--- config.mk ---
export PLATFORM = sky130hd
export DESIGN_NAME = spi_hold_gate
export DESIGN_NICKNAME = d
export VERILOG_FILES = /design/src/rtl/spi_hold_pkg.sv /design/src/rtl/hold_pin_sync.sv /design/src/rtl/hold_edge_detect.sv /design/src/rtl/hold_fsm.sv /design/src/rtl/spi_hold_gate.sv
export SDC_FILE = /design/constraint.sdc
export NUM_CORES = 1
export LEC_CHECK = 0
export ABC_AREA = 0
export ABC_CLOCK_PERIOD_IN_PS = 1650
export BUFFER_PORTS_ARGS = -buffer_cell sky130_fd_sc_hd__clkbuf_2
export CAP_MARGIN = 30
export CORE_AREA = 5 5 42 44
export CTS_CLUSTER_DIAMETER = 120
export DETAILED_ROUTE_END_ITERATION = 8
export DIE_AREA = 0 0 47 49
export PLACE_DENSITY = 0.48
export SLEW_MARGIN = 15
export SYNTH_ARGS = -nofsm -noshare
export SYNTH_HDL_FRONTEND = slang
export SYNTH_SLANG_ARGS = --single-unit
--- constraint.sdc ---
create_clock -name clk -period 1.65 [get_ports clk]
set_clock_uncertainty 0.05 [all_clocks]
set_input_delay 0.2475 -clock clk [delete_from_list [all_inputs] [get_ports clk]]
set_output_delay 0.2475 -clock clk [all_outputs]
set_load 0.005 [all_outputs]
--- src/rtl/spi_hold_pkg.sv ---
`timescale 1ns/1ps
package spi_hold_pkg;

    localparam int PIN_W = 3;

    typedef struct packed {
        logic cs_n;
        logic hold_n;
        logic sck;
    } pin_t;

    localparam pin_t PIN_IDLE = '{cs_n: 1'b1, hold_n: 1'b1, sck: 1'b0};

    typedef enum logic [1:0] {
        HS_RUN    = 2'd0,
        HS_ARMED  = 2'd1,
        HS_PAUSED = 2'd2,
        HS_RESUME = 2'd3
    } hold_state_e;

    function automatic hold_state_e hold_next(input hold_state_e cur, input pin_t lvl);
        hold_state_e nxt;
        nxt = cur;
        if (lvl.cs_n) begin
            nxt = HS_RUN;
        end else begin
            case (cur)
                HS_RUN:    if (!lvl.hold_n) nxt = lvl.sck ? HS_ARMED : HS_PAUSED;
                HS_ARMED:  if (lvl.hold_n) nxt = HS_RUN;
                           else if (!lvl.sck) nxt = HS_PAUSED;
                HS_PAUSED: if (lvl.hold_n) nxt = lvl.sck ? HS_RESUME : HS_RUN;
                HS_RESUME: if (!lvl.hold_n) nxt = HS_PAUSED;
                           else if (!lvl.sck) nxt = HS_RUN;
                default:   nxt = HS_RUN;
            endcase
        end
        return nxt;
    endfunction

    function automatic logic is_frozen(input hold_state_e s);
        return (s == HS_PAUSED) || (s == HS_RESUME);
    endfunction

endpackage

--- src/rtl/hold_pin_sync.sv ---
`timescale 1ns/1ps
module hold_pin_sync #(
    parameter int          STAGES  = 2,
    parameter int          W       = 3,
    parameter logic [W-1:0] RST_VAL = '0
) (
    input  logic         clk,
    input  logic         rst,
    input  logic [W-1:0] d,
    output logic [W-1:0] q
);
    logic [W-1:0] chain [STAGES];

    for (genvar g = 0; g < STAGES; g++) begin : g_stage
        if (g == 0) begin : g_first
            always_ff @(posedge clk) begin
                if (rst) chain[g] <= RST_VAL;
                else     chain[g] <= d;
            end
        end else begin : g_next
            always_ff @(posedge clk) begin
                if (rst) chain[g] <= RST_VAL;
                else     chain[g] <= chain[g-1];
            end
        end
    end

    assign q = chain[STAGES-1];
endmodule

--- src/rtl/hold_edge_detect.sv ---
`timescale 1ns/1ps
module hold_edge_detect
    import spi_hold_pkg::*;
(
    input  logic clk,
    input  logic rst,
    input  pin_t cur,
    output logic sck_rise,
    output logic sck_fall,
    output logic cs_rise
);
    pin_t prev;

    always_ff @(posedge clk) begin
        if (rst) prev <= PIN_IDLE;
        else     prev <= cur;
    end

    assign sck_rise = cur.sck & ~prev.sck;
    assign sck_fall = ~cur.sck & prev.sck;
    assign cs_rise  = cur.cs_n & ~prev.cs_n;
endmodule

--- src/rtl/hold_fsm.sv ---
`timescale 1ns/1ps
module hold_fsm
    import spi_hold_pkg::*;
(
    input  logic        clk,
    input  logic        rst,
    input  pin_t        lvl,
    input  logic        cs_rise,
    output hold_state_e state,
    output logic        abort_q
);
    hold_state_e nxt;

    always_comb nxt = hold_next(state, lvl);

    always_ff @(posedge clk) begin
        if (rst) begin
            state   <= HS_RUN;
            abort_q <= 1'b0;
        end else begin
            state   <= nxt;
            abort_q <= cs_rise && (state != HS_RUN);
        end
    end
endmodule

--- src/rtl/spi_hold_gate.sv ---
`timescale 1ns/1ps
module spi_hold_gate
    import spi_hold_pkg::*;
#(
    parameter int SYNC_STAGES = 2
) (
    input  logic clk,
    input  logic rst,
    input  logic cs_n_pin,
    input  logic hold_n_pin,
    input  logic sck_pin,
    output logic paused,
    output logic so_hiz,
    output logic sck_rise_en,
    output logic sck_fall_en,
    output logic seq_abort
);
    pin_t        raw;
    pin_t        lvl;
    logic [PIN_W-1:0] lvl_bits;
    logic        sck_rise, sck_fall, cs_rise;
    hold_state_e state;
    logic        run_ok;
    logic        lvl_cs, lvl_hold, lvl_sck;

    assign raw = '{cs_n: cs_n_pin, hold_n: hold_n_pin, sck: sck_pin};

    hold_pin_sync #(
        .STAGES (SYNC_STAGES),
        .W      (PIN_W),
        .RST_VAL(PIN_IDLE)
    ) u_sync (
        .clk(clk),
        .rst(rst),
        .d  (raw),
        .q  (lvl_bits)
    );

    assign lvl = pin_t'(lvl_bits);

    hold_edge_detect u_edge (
        .clk     (clk),
        .rst     (rst),
        .cur     (lvl),
        .sck_rise(sck_rise),
        .sck_fall(sck_fall),
        .cs_rise (cs_rise)
    );

    hold_fsm u_fsm (
        .clk    (clk),
        .rst    (rst),
        .lvl    (lvl),
        .cs_rise(cs_rise),
        .state  (state),
        .abort_q(seq_abort)
    );

    assign lvl_cs   = lvl.cs_n;
    assign lvl_hold = lvl.hold_n;
    assign lvl_sck  = lvl.sck;

    assign run_ok      = ~lvl.cs_n & lvl.hold_n & (state == HS_RUN);
    assign paused      = is_frozen(state);
    assign so_hiz      = lvl.cs_n | ~lvl.hold_n | paused;
    assign sck_rise_en = sck_rise & run_ok;
    assign sck_fall_en = sck_fall & run_ok;
endmodule

==> run summary <==
Clock Latency Late Sink = 260 ps
RSZ-0062 raised after global routing = yes
Switching Share = 19.2%
Failing checks = setup timing
P&R area growth vs syn = 26.3%
Antenna violations before repair = 0
TritonCTS buffer count = 3
Drt via density = 4.18
Hold_buf cts = 0
DRT Pass-1 Iters = 3
Startpoint Class = register
CTS H-Tree Depth = 1
Starting Density = 26.5%
Combinational Power Share = 4.7%
CP arrival = 1440 ps
Routed WL = 612 µm
Final nets = 50
Final worst setup slack = -89.7 ps
Cell Rows = 14
Layout cells sized above 1 = 59.1%
Final Hold Fails = 0
Crit path max fanout = 2
Clk slew on worst S/H paths = 70 ps
Post-synthesis cell area = 372 µm²
FMAX = 0.575 GHz
Leakage = 0.189 nW
Syn. warnings = 0
CTS Sinks = 11
Vias in the first global route = 266
Reg2Reg Capture Point = u_fsm.state[0]
IO Pins = 10
TritonCTS clock tree = done
# diodes = 0
Pin count of the biggest net entering global routing = 10
Residual DRC = 0
Syn avg cell area = 12.0 µm²
CP required = 1350 ps
Post-Syn Nets = 36
DR WL/cell = 10.2 µm
VDD IR max = 0.405 mV
Core area = 0.00140 mm²
Post-synthesis sequential area ratio = 59.3%
Clock Power Share = 36.4%
Flop2flop setup slack = 680 ps
RR Startpoint = u_sync.chain[1][2]
Initial DRC Count = 2
Total internal power = 0.380 mW
IO buf count = 9
WHS = 116 ps
# setup viols final = 2
Max-slew violation count = 0
Net Switching = 0.0902 mW
Hold path startpoint = hold_n_pin
Slew Limit Headroom = 85.2%
Flop pwr share = 58.9%
Clk root buf = clkbuf_4
Number of synthesized register bits = 11
CP endpoint kind = output pin
Pwr Density = 1000 mW/mm²
Cell count after synthesis = 31
Worst Reg-to-Reg Cells = 2
GPL Wtd Cong = 0.671
DR vias = 251
First-pass GRT wire length = 1070 µm
DIE AREA = 0.00230 mm²
Max-cap violations = 0
Congestion Overflow GR = 0
Hold Path End = u_sync.chain[0][1]
Final min period = 1740 ps
Pre-CTS WS = 131 ps
Final period utilization = 105%
Worst-margin pin slew = 218 ps
Post-DRT Antenna Nets = 0
Clk buf depth = 2
CP Class = register to output pin
Status = complete, but fails checks
Die Y-Extent = 49 µm
Tot GR Track Use = 6.71%
Hold Path Depth = 2
Die width = 47 µm
Hold Crit Class = input port to register
Synth cell types = 13
cell usage in the layout (no fill, tap or decap):
cell,synthesis,layout
or3b_4,0,1
dfxtp_4,0,1
nor4b_1,1,1
xor2_1,1,1
nor2_1,1,1
or4b_4,1,1
nand2_1,1,1
a21oi_1,1,1
dfxtp_1,11,8
nor2b_1,3,3
dfxtp_2,0,2
clkbuf_2,0,7
buf_2,0,2
buf_4,0,1
nor3b_2,2,2
nor3b_1,1,1
clkbuf_4,0,3
clkbuf_1,0,1
or2_2,6,6
stage by stage:
stage | setup TNS (ps) | total power [mW] | area [µm²] | util (%) | cells
after detailed placement | 0 | 0.306 | 427 | 30.4 | 55
after floorplan | 0 | 0.295 | 372 | - | 31
after global routing | -234 | 0.491 | 469 | 33.5 | 60
after CTS | -186 | 0.480 | 465 | 33.2 | 60
final | -132 | 0.470 | 469 | 33.5 | 60
after global placement | 0 | 0.305 | 427 | 30.4 | 55
cell usage after synthesis:
cell	count	area [µm²]
dfxtp_1	11	220
or2_2	6	37.5
nor2b_1	3	18.8
nor3b_2	2	25.0
a21oi_1	1	5.00
dlygate4sd3_1	1	10.0
nand2_1	1	3.75
nor2_1	1	3.75
nor3b_1	1	7.51
nor4b_1	1	8.76
or3b_2	1	8.76
or4b_4	1	13.8
xor2_1	1	8.76
cells by family (layout without fill, tap and decap cells):
kind of cell | Yosys count | count (layout) | synth area share [%]
AND/OR/NAND/NOR | 17 | 17 | 34.3
flip-flops | 11 | 11 | 59.3
AO/OA/AOI/OAI | 1 | 1 | 1.35
XOR/XNOR | 1 | 1 | 2.36
buffers and inverters | 1 | 14 | 2.69
how the worst max path moves through the flow:
| stage | from | end | cells after the start |
|---|---|---|---|
| floorplan | u_fsm.state[1] | sck_fall_en | 2 |
| global placement | u_fsm.state[1] | sck_fall_en | 3 |
| detailed placement | u_fsm.state[1] | sck_fall_en | 3 |
| CTS | u_fsm.state[1] | sck_fall_en | 3 |
| global route | u_fsm.state[0] | sck_fall_en | 3 |
| finish | u_fsm.state[1] | sck_fall_en | 3 |
power groups by stage:
stage	clock network [mW]	registers (mW)	logic [mW]
floorplan	0	0.283	0.0125
global placement	0	0.284	0.0206
detailed placement	0	0.285	0.0214
CTS	0.181	0.277	0.0217
global route	0.188	0.278	0.0244
finish	0.171	0.277	0.0219
cell type report:
type	instances	area [µm²]
clock buffer	4	26.3
tap	16	20.0
sequential	11	226
fill	164	932
multi-input combinational	19	144
timing repair buffer	10	52.6
critical path, cell delays in order (launching register included):
cell and delay (ps):
dfxtp_4 340, or4b_4 530, nor3b_2 180, buf_2 140
metal layers:
metal  global-route usage [%]  wire, µm
met1                     6.21       245
met2                     10.4       308
met3                     2.58        48
met4                     6.45         9
met5                        0         0
timing repair:
action	in CTS	in global routing
pin swaps	2	1
buffers inserted	1	0
endpoints found under the hold margin	0	0
cloned	0	0
endpoints found under the setup margin	2	3
resized for setup	3	4
flip-flops by register name (all words and copies together), names as in the netlist:
name           cells
u_fsm.state        2
u_fsm.abort_q      1
u_sync.chain       6
u_edge.prev        2
(Power assumes the default switching activity.)
